`src/rtl/chsync_pkg.sv`:
```
package chsync_pkg;

    typedef enum logic [1:0] {
        ST_NOSYNC = 2'd0,
        ST_ARMED  = 2'd1,
        ST_SYNC   = 2'd2
    } sync_state_e;

endpackage

```
`src/rtl/chsync_lock_qual.sv`:
```
module chsync_lock_qual #(
    parameter int QUAL_CYCLES = 32000
) (
    input  logic clk,
    input  logic rst_n,
    input  logic cdr_lock,
    output logic qualified
);

    generate
        if (QUAL_CYCLES == 0) begin : g_bypass
            assign qualified = cdr_lock;
        end else begin : g_count
            localparam int QW = $clog2(QUAL_CYCLES + 1);
            localparam logic [QW-1:0] QMAX = QW'(QUAL_CYCLES);

            logic [QW-1:0] qcnt;

            always_ff @(posedge clk or negedge rst_n) begin
                if (!rst_n) begin
                    qcnt <= '0;
                end else if (!cdr_lock) begin
                    qcnt <= '0;
                end else if (qcnt != QMAX) begin
                    qcnt <= qcnt + 1'b1;
                end
            end

            assign qualified = (qcnt == QMAX);
        end
    endgenerate

endmodule

```
`src/rtl/chsync_err_mon.sv`:
```
module chsync_err_mon #(
    parameter int ERR_RUN   = 4,
    parameter int WIN_LEN   = 16,
    parameter int WIN_LIMIT = 9
) (
    input  logic clk,
    input  logic rst_n,
    input  logic clear,
    input  logic byte_vld,
    input  logic dec_err,
    output logic run_trip,
    output logic dens_trip
);

    localparam int RW = (ERR_RUN > 1) ? $clog2(ERR_RUN) : 1;
    localparam int PW = (WIN_LEN > 1) ? $clog2(WIN_LEN) : 1;
    localparam int EW = $clog2(WIN_LEN + 1);
    localparam logic [RW-1:0] RUN_LAST = RW'(ERR_RUN - 1);
    localparam logic [PW-1:0] POS_LAST = PW'(WIN_LEN - 1);
    localparam logic [EW-1:0] ERR_LAST = EW'(WIN_LIMIT - 1);

    logic [RW-1:0] run_cnt;
    logic [PW-1:0] pos;
    logic [EW-1:0] ecnt;
    logic          bad;

    assign bad = byte_vld && dec_err;

    // consecutive errored valid bytes
    always_ff @(posedge clk or negedge rst_n) begin
        if (!rst_n) begin
            run_cnt <= '0;
        end else if (clear) begin
            run_cnt <= '0;
        end else if (byte_vld) begin
            if (!dec_err) begin
                run_cnt <= '0;
            end else if (run_cnt != RUN_LAST) begin
                run_cnt <= run_cnt + 1'b1;
            end
        end
    end

    // fixed, non-overlapping block of valid bytes
    always_ff @(posedge clk or negedge rst_n) begin
        if (!rst_n) begin
            pos  <= '0;
            ecnt <= '0;
        end else if (clear) begin
            pos  <= '0;
            ecnt <= '0;
        end else if (byte_vld) begin
            if (pos == POS_LAST) begin
                pos  <= '0;
                ecnt <= '0;
            end else begin
                pos  <= pos + 1'b1;
                ecnt <= ecnt + EW'(dec_err);
            end
        end
    end

    assign run_trip  = bad && (run_cnt == RUN_LAST);
    assign dens_trip = bad && (ecnt == ERR_LAST);

endmodule

```
`src/rtl/chsync_comma_run.sv`:
```
module chsync_comma_run #(
    parameter int COMMA_RUN = 4
) (
    input  logic clk,
    input  logic rst_n,
    input  logic clear,
    input  logic byte_vld,
    input  logic comma,
    output logic done
);

    localparam int CW = (COMMA_RUN > 1) ? $clog2(COMMA_RUN) : 1;
    localparam logic [CW-1:0] CLAST = CW'(COMMA_RUN - 1);

    logic [CW-1:0] cnt;

    always_ff @(posedge clk or negedge rst_n) begin
        if (!rst_n) begin
            cnt <= '0;
        end else if (clear) begin
            cnt <= '0;
        end else if (byte_vld) begin
            if (!comma) begin
                cnt <= '0;
            end else if (cnt != CLAST) begin
                cnt <= cnt + 1'b1;
            end
        end
    end

    assign done = byte_vld && comma && (cnt == CLAST);

endmodule

```
`src/rtl/chan_sync_monitor.sv`:
```
module chan_sync_monitor
    import chsync_pkg::*;
#(
    parameter int QUAL_CYCLES = 32000,
    parameter int COMMA_RUN   = 4,
    parameter int ERR_RUN     = 4,
    parameter int WIN_LEN     = 16,
    parameter int WIN_LIMIT   = 9
) (
    input  logic clk,
    input  logic rst_n,
    input  logic cdr_lock,
    input  logic lock_en,
    input  logic byte_vld,
    input  logic dec_err,
    input  logic comma,
    output logic in_sync,
    output logic los
);

    sync_state_e state;
    sync_state_e nxt;
    logic        qualified;
    logic        comma_done;
    logic        run_trip;
    logic        dens_trip;

    chsync_lock_qual #(
        .QUAL_CYCLES (QUAL_CYCLES)
    ) u_qual (
        .clk       (clk),
        .rst_n     (rst_n),
        .cdr_lock  (cdr_lock),
        .qualified (qualified)
    );

    chsync_comma_run #(
        .COMMA_RUN (COMMA_RUN)
    ) u_comma (
        .clk      (clk),
        .rst_n    (rst_n),
        .clear    (state != ST_ARMED),
        .byte_vld (byte_vld),
        .comma    (comma),
        .done     (comma_done)
    );

    chsync_err_mon #(
        .ERR_RUN   (ERR_RUN),
        .WIN_LEN   (WIN_LEN),
        .WIN_LIMIT (WIN_LIMIT)
    ) u_err (
        .clk       (clk),
        .rst_n     (rst_n),
        .clear     (state != ST_SYNC),
        .byte_vld  (byte_vld),
        .dec_err   (dec_err),
        .run_trip  (run_trip),
        .dens_trip (dens_trip)
    );

    // next-state: DROP on a lost lock or enable outranks ARM and LOCK
    always_comb begin
        nxt = state;
        if (!cdr_lock || !lock_en) begin
            nxt = ST_NOSYNC;
        end else begin
            unique case (state)
                ST_NOSYNC: if (qualified)              nxt = ST_ARMED;
                ST_ARMED:  if (comma_done)             nxt = ST_SYNC;
                ST_SYNC:   if (run_trip || dens_trip)  nxt = ST_NOSYNC;
                default:                               nxt = ST_NOSYNC;
            endcase
        end
    end

    // state register
    always_ff @(posedge clk or negedge rst_n) begin
        if (!rst_n) begin
            state <= ST_NOSYNC;
        end else begin
            state <= nxt;
        end
    end

    // outputs
    always_comb begin
        in_sync = (state == ST_SYNC);
        los     = lock_en && (state != ST_SYNC);
    end

endmodule

```
`config.mk`:
```
export PLATFORM = sky130hd
export DESIGN_NAME = chan_sync_monitor
export DESIGN_NICKNAME = d
export VERILOG_FILES = /design/src/rtl/chsync_pkg.sv /design/src/rtl/chsync_lock_qual.sv /design/src/rtl/chsync_err_mon.sv /design/src/rtl/chsync_comma_run.sv /design/src/rtl/chan_sync_monitor.sv
export SDC_FILE = /design/constraint.sdc
export NUM_CORES = 1
export LEC_CHECK = 0
export CAP_MARGIN = 20
export CORE_MARGIN = 3
export CORE_UTILIZATION = 45
export DETAILED_ROUTE_END_ITERATION = 7
export HOLD_SLACK_MARGIN = 0.06
export PLACE_DENSITY = 0.61
export SYNTH_ARGS = -nofsm -noshare
export SYNTH_HDL_FRONTEND = slang
export SYNTH_SLANG_ARGS = --single-unit
```
`constraint.sdc`:
```
create_clock -name clk -period 2.5 [get_ports clk]
set_input_delay 0.375 -clock clk [delete_from_list [all_inputs] [get_ports clk]]
set_output_delay 0.375 -clock clk [all_outputs]
set_load 0.01 [all_outputs]
```
==> results of run 1 <==
cell families (layout without fill, tap and decap cells):
| logic type | Yosys count | after routing | share of synthesized area |
|---|---|---|---|
| AOI/OAI and AO/OA | 34 | 34 | 0.125 |
| buffers and inverters | 11 | 26 | 0.0247 |
| muxes | 5 | 5 | 0.0299 |
| xor gates and xnor gates | 5 | 5 | 0.0262 |
| adders and majority gates | 7 | 7 | 0.0524 |
| DFF | 30 | 30 | 0.449 |
| and+or+nand+nor | 81 | 81 | 0.293 |
worst min-delay path by stage:
stage                       from             to  slack (ps)
floorplan                  rst_n       state[0]          80
global placement    u_err.pos[3]   u_err.pos[3]         520
detailed placement  u_err.pos[3]   u_err.pos[3]         520
CTS                        rst_n  u_err.ecnt[1]         490
global route               rst_n  u_err.ecnt[1]         510
finish                     rst_n  u_err.ecnt[1]         480
stage by stage:
stage          setup slack (ps)  instances  hold slack (ps)
4_1_cts                     342        234              491
5_1_grt                     268        234              512
2_1_floorplan               933        173             79.4
3_3_place_gp                597        226              519
3_5_place_dp                591        226              523
6_report                    361        234              482
flip-flops by register name, summed over array words and instances (netlist names):
register and count:
state 2, u_comma.cnt 2, u_err.ecnt 5, u_err.pos 4, u_err.run_cnt 2, u_qual.g_count.qcnt 15
routing by layer:
layer,vias to the layer above,routed length [µm],GRT usage
met1,668,1590,0.193
met4,0,80,0.0911
li1,665,-,-
met3,11,92,0.0405
met2,14,1730,0.338
met5,-,0,0
report_power, final:
group	internal, mW	leakage [nW]	switching (mW)
combinational	0.0224	0.314	0.0319
sequential	0.489	0.417	0.00603
clock	0.293	0.0579	0.203
area by class of cell:
class | instances | area (µm²)
clock buffers | 5 | 68.8
clock inverters | 3 | 40.0
fillers | 310 | 1550
inverters | 8 | 30.0
multi-input cells | 132 | 881
flip-flops and latches | 30 | 751
well taps | 46 | 57.6
repair buffers | 10 | 95.1
placed cells by master, fill, tap and decap left out, drive strengths merged:
| cell | instances |
|---|---|
| nand3b | 1 |
| o31ai | 5 |
| inv | 7 |
| clkinv | 3 |
| or2 | 1 |
| a21oi | 12 |
| mux2i | 5 |
| a22o | 3 |
| or3b | 1 |
| clkbuf | 5 |
| o21ai | 9 |
| nand4 | 7 |
| or4b | 1 |
| or3 | 3 |
| xor2 | 4 |
| nor4 | 3 |
| and3b | 2 |
| ha | 7 |
| nor2 | 6 |
| bufinv | 1 |
| and2 | 4 |
| nand2 | 18 |
| and4b | 1 |
| buf | 2 |
| a32oi | 1 |
| nor2b | 1 |
| nor3b | 3 |
| o22ai | 1 |
| nand4b | 1 |
| xnor2 | 1 |
| o211ai | 2 |
| clkdlybuf4s50 | 8 |
| or4 | 6 |
| a21bo | 1 |
| nor3 | 1 |
| dfrtp | 30 |
| and3 | 1 |
| nand2b | 7 |
| nand3 | 12 |
| nand4bb | 1 |
==> flow_results.org, run 1 <==
** Run status
- Outcome :: completed

** Critical path
- Class of the most critical setup path :: flop to output pin
- On the worst path, the slowest cell contributes a delay of 570 ps.
- The kind of cell with the highest combined delay along the critical path is buffers and inverters.
- In this run the critical register-to-register path is launched from u_qual.g_count.qcnt[0].
- The worst setup path is launched from a flop.
- End of the critical path :: in_sync
- For the worst setup path, the data arrival time is 1760 ps.
- Beginning of the critical path :: state[0]
- Critical path required time :: 2120 ps
- Maximum fanout along the worst path :: 7
- The number of cells on the worst reg-to-reg path is 4.
- Crit-path cells :: nand2b_1 -> inv_1 -> clkdlybuf4s50_1
- Worst Path Buf+Inv :: 2
- On the critical path, the stage with the largest delay is an instance of clkdlybuf4s50_1.
- Internal reg-to-reg setup slack :: 660 ps
- Crit. path cell count :: 3
- Element type at the critical path end :: output pin
- The worst register-to-register path ends at u_qual.g_count.qcnt[12].

** Place
- Hpwl dp :: 2400 µm
- Routability Congestion :: 0.768
- Buffers placed on the I/O ports in this run total 8.
- Area after detailed placement :: 1810 µm²

** Cells and area
- At the end of the flow the core is filled with cells to 0.554.
- The area growth from synthesis to layout is 15.0%.
- Post-route cell area :: 1920 µm²
- Number of inserted diodes :: 0
- Layout cell share with drive strength beyond 1 :: 0.0851
- Final-stage net count :: 201

** Min path
- Path category of the worst min-delay check :: input port to async pin

** Floorplan
- In this run the horizontal extent of the chip is 67.0 µm.
- The die is 67.0 µm tall.
- Boundary pin count :: 9
- Die Outline Area :: 4480 µm²
- Standard-cell row count :: 21
- Core region area :: 3470 µm²
- Initial core utilization :: 0.482

** Timing
- In this run the tightest slew margin relative to its limit is 0.631.
- Tmin final :: 2140 ps
- Setup repair after global routing left no endpoint under its margin.
- Setup violations remaining at the end of the flow were counted as 0.
- Dividing the final minimum period by the clock period gives 0.856.
- Number of max-slew violations in the final report :: 0
- For the pin with the worst max-slew slack, the measured transition is 551 ps.
- Derived from the worst setup path, the maximum achievable clock frequency is 468 MHz.
- Largest clock skew in the final design :: 6.39 ps
- Final total negative setup slack :: 0 ps
- The number of failing hold endpoints at the final stage is 0.

** Synth
- Ranked by instance count, the synthesized netlist is headed by dfrtp_1 (30), nand2_1 (18), a21oi_1 (12), nand3_1 (12), o21ai_0 (9).
- Synthesis handed over a netlist of 173 instances.
- Primary FF master, synth :: dfrtp_1
- Average cell area after synthesis :: 9.67 µm²
- Async set-reset flop share out of synthesis :: 1.00
- Area share of the leading cell type in the synthesized netlist :: 0.449
- Largest cells by area after synthesis :: dfrtp_1 (45%), ha_1 (5.2%), nand2_1 (4.0%)
- Counting every net in the synthesized netlist gives 187.
- In this run, synthesis inferred 0 flip-flops with an integrated enable.
- Distinct cells, synth :: 40
- Share of the yosys chip area belonging to registers :: 0.449
- Yosys warning count :: 0
- In this run, synthesis produced a sequential element count of 30.
- The biggest area contributor in the post-synthesis netlist is dfrtp_1.
- Netlist Area Pre-Place :: 1670 µm²
- In the post-synthesis netlist, the cell with the most instances is dfrtp_1.

** Clock tree
- Clock insertion delay at the later pin of the skew report :: 290 ps
- Clock Pin Slew Worst Setup and Hold Paths :: 70 ps
- In this run the deepest clock path goes through 2 buffers.
- Count of H-tree levels built during CTS :: 2
- Quantity of hold-fixing buffers added after cts :: 0
- Total clock sinks :: 30
- Root buffer selected by CTS :: clkbuf_8
- TritonCTS built the clock tree.
- Post-CTS setup buffer count :: 0
- Clock buffer count from CTS :: 5
- In this run, post-CTS repair resized a total of 0 instances.

** Global routing
- For this run, the total global-route usage over all layers was measured as 0.183.
- The number of antenna violations at the first check in global routing came to 0.
- Pin count of the biggest net entering global routing :: 31
- The first global-routing pass estimated 6110 µm of wire.
- Vias in the first global route :: 1403
- For this run the aggregate overflow at the end of global routing stands at 0.

** Power
- In this run the static leakage power is 0.788 nW.
- Dividing total power by cell area gives a power density of 543 nW/µm².
- The worst-case IR drop observed on VDD is 0.000345 V.
- Summing internal, switching and leakage power gives 1.05 mW.

** Run
- The tool flagged a number of max-cap violations equal to 0.

** Drt
- Vias :: 1358
- After the first detailed-routing iteration, the DRC count stood at 50.
- The first detailed-routing pass took 4 iterations.
- Count of antenna-violating nets left after detailed routing :: 0
- Avg WL per Cell :: 14.9 µm
- Dividing the detail-routed via count by the number of cells gives 5.80.
- Wire length after detailed routing :: 3490 µm
- Number of remaining DRC errors :: 0
Power figures use the tool's default switching activity.
==> inputs of run 2 (changes only) <==
--- a/config.mk
+++ b/config.mk
@@ -5,6 +5,7 @@
 export SDC_FILE = /design/constraint.sdc
 export NUM_CORES = 1
 export LEC_CHECK = 0
+export ABC_CLOCK_PERIOD_IN_PS = 2500
 export CAP_MARGIN = 20
 export CORE_MARGIN = 3
 export CORE_UTILIZATION = 45
==> results of run 2 <==
Same layout as run 1: the final DEF is identical, and so are final timing and power.
==> inputs of run 3 (changes only) <==
--- a/config.mk
+++ b/config.mk
@@ -10,6 +10,7 @@
 export CORE_MARGIN = 3
 export CORE_UTILIZATION = 45
 export DETAILED_ROUTE_END_ITERATION = 7
+export GPL_TIMING_DRIVEN = 0
 export HOLD_SLACK_MARGIN = 0.06
 export PLACE_DENSITY = 0.61
 export SYNTH_ARGS = -nofsm -noshare
==> flow_results.org, run 3 (synthesized netlist as in run 1, its figures left out) <==
** Run status
- The run finished with clean final reports.

** Clock tree
- Counting every sink on the clock net gives 30.
- Quantity of hold-fixing buffers added after cts :: 0
- Clock tree from TritonCTS :: yes
- Post-CTS repair changed the size of 0 cells.
- The clock tree synthesis step divided the H-tree into 2 levels.
- Post-CTS setup buffer count :: 0
- Buffers inserted during clock tree synthesis total 5.
- Root buffer selected by CTS :: clkbuf_8
- Clock-pin slew was measured on the worst setup and hold paths at 70 ps.
- At the later pin of the worst-skew pair, clock insertion delay measures 280 ps.
- The clock passes through at most 2 buffers.

** Timing
- Setup repair after global routing left no endpoint under its margin.
- In the finished design, the share of the clock period the worst path needs comes to 0.863.
- Based on the critical path, the design can be clocked at up to 464 MHz.
- Number of max-slew violations in the final report :: 0
- Tmin final :: 2160 ps
- After routing, the total negative slack on setup checks comes to 0 ps.
- Headroom to the max-slew limit came out at 0.401.
- Setup slack after layout :: 343 ps
- For the pin with the worst max-slew slack, the measured transition is 897 ps.
- Setup violations remaining at the end of the flow were counted as 0.
- The tightest hold path in the finished design has a slack of 463 ps.
- The number of failing hold endpoints at the final stage was 0.
- The clock arrives with 4.74 ps of skew.

** Critical path
- Maximum fanout along the worst path :: 7
- Counting both buffers and inverters, the worst setup path holds a total of 2.
- Critical Path Max Stage Delay :: 570 ps
- Among cell families on the critical path, the largest total delay comes from buffers and inverters.
- Walking the worst path, the cells encountered are nand2b_1 -> inv_1 -> clkdlybuf4s50_1.
- The slowest stage of the critical path belongs to the cell clkdlybuf4s50_1.
- Launching element type of the critical path :: flop
- Class of the most critical setup path :: flop to output pin
- The worst setup path is captured at an output pin.
- At the worst endpoint, the arrival time is 1780 ps.
- Critical path required time :: 2120 ps

** Power
- Net switching power figure :: 0.219 mW
- The share of total power dissipated in combinational logic is 0.053.
- Final total power :: 1.03 mW
- Pint :: 0.810 mW
- Of the total power, the clock network draws 0.465.
- Leakage Power :: 0.780 nW
- Share of power burned in registers :: 0.482
- Peak supply drop :: 0.000399 V
- In this run the power density over the cells is 535 nW/µm².
- Of the total power, the share spent switching nets is 0.213.

** Place
- In this run the cell area measured after placement is 1820 µm².
- Port buffering added 7 buffers.
- Setup slack at placement :: 552 ps
- Routability Congestion :: 0.782
- Number of instances in the placed design :: 227
- Once detailed placement completed, the half-perimeter wirelength came to 2390 µm.

** Global routing
- Global-route track usage on met1 :: 0.201
- After global routing the overflow that remains totals 0.
- For met2 alone, demand over resource in global routing was 0.314.
- Vias in the first global route :: 1358
- Wire length of the first global-routing pass :: 5950 µm
- Pin count of the biggest net entering global routing :: 21
- In this run the most used layer during global routing was met2.
- Grt met3 use :: 0.0455
- Global Route Usage Sum :: 0.177
- Number of antenna violations at the first check in global routing :: 0

** Floorplan
- Die width :: 67.0 µm
- In this run the count of I/O pins placed on the die edge is 9.
- Overall die height :: 67.0 µm
- Core region area :: 3470 µm²
- After floorplanning, the core was divided into 21 placement rows.
- Die Outline Area :: 4480 µm²
- The initial utilization of the core area, before any placement, comes to 0.482.

** Drt
- Before antenna repair, the detailed router went through 4 iterations.
- After detailed routing, the number of remaining DRC violations is 0.
- DR iter-0 viols :: 48
- Vias :: 1343
- After detailed routing, the average wire length per cell comes to 14.2 µm.
- The routed design has 3330 µm of wire.
- The count of nets left with antenna violations once routing finished came out at 0.
- After detailed routing, the number of vias per cell comes to 5.71.

** Cells and area
- 0 antenna diodes ended up in the layout.
- The finished layout holds 235 standard cells, fillers aside.
- Seq. cell area :: 751 µm²
- Leaving out fill and tap cells, the most frequent cell in the layout is dfrtp_1.
- In the final layout, the share of cells above drive strength 1 is 0.0688.
- Post-route cell area :: 1920 µm²
- Flip-flop count of the largest register, all copies and words added :: 15
- At the end of the flow the core is filled with cells to 0.554.
- Filler cell count :: 324
- Footprint of the multi-input gates :: 881 µm²
- The area growth from synthesis to layout is 14.9%.
- Final-stage net count :: 202
- Reg with most FFs :: u_qual.g_count.qcnt
- Largest registers ranked by flip-flop count :: u_qual.g_count.qcnt: 15 flops, u_err.ecnt: 5 flops, u_err.pos: 4 flops
- Commonest non-fill, non-tap cells in the layout :: dfrtp_1 (30), nand2_1 (18), nand3_1 (12), a21oi_1 (12), o21ai_0 (9)

** Run
- Maximum capacitance violations :: 0

** Min path
- Path category of the worst min-delay check :: input port to async pin
==> run 3: cell types whose count changed in the layout (fill, tap and decap cells not counted) <==
cell             delta
buf_8               +1
clkdlybuf4s50_1     -1
clkinv_2            -2
clkbuf_1            +5
buf_4               -2
==> run 3: path summary, 6_finish.rpt <==
check	from	to	slack [ps]	cells past startpoint
max in group asynchronous	rst_n	u_qual.g_count.qcnt[5]	1490	2
hold / removal	rst_n	u_err.run_cnt[1]	460	1
setup / recovery	state[0]	in_sync	340	3
setup reg to reg	u_qual.g_count.qcnt[1]	u_qual.g_count.qcnt[12]	700	4
min in group clk	u_err.pos[0]	u_err.pos[0]	530	1
hold reg to reg	u_err.pos[0]	u_err.pos[0]	530	1
==> run 3: per-layer routing <==
layer | vias up | wire [µm] | share of wire
li1 | 673 | - | -
met1 | 649 | 1470 | 0.44
met2 | 14 | 1710 | 0.51
met3 | 7 | 91 | 0.027
met4 | 0 | 55 | 0.017
met5 | - | 0 | 0
==> run 3: area by class of cell <==
| class | instances | area share |
|---|---|---|
| plain buffers | 3 | 0.00586 |
| clock buffers | 7 | 0.0397 |
| clock inverters | 1 | 0.0156 |
| inverters | 8 | 0.0156 |
| multi-input cells | 132 | 0.458 |
| flip-flops and latches | 30 | 0.391 |
| well taps | 46 | 0.0299 |
| repair buffers | 8 | 0.0443 |
==> run 3: power groups by stage <==
stage	registers (mW)	logic, mW	clock network (mW)
2_1_floorplan	0.503	0.0258	0
3_3_place_gp	0.504	0.0513	0
3_5_place_dp	0.505	0.0559	0
4_1_cts	0.495	0.0562	0.491
5_1_grt	0.496	0.0620	0.516
6_report	0.496	0.0547	0.478
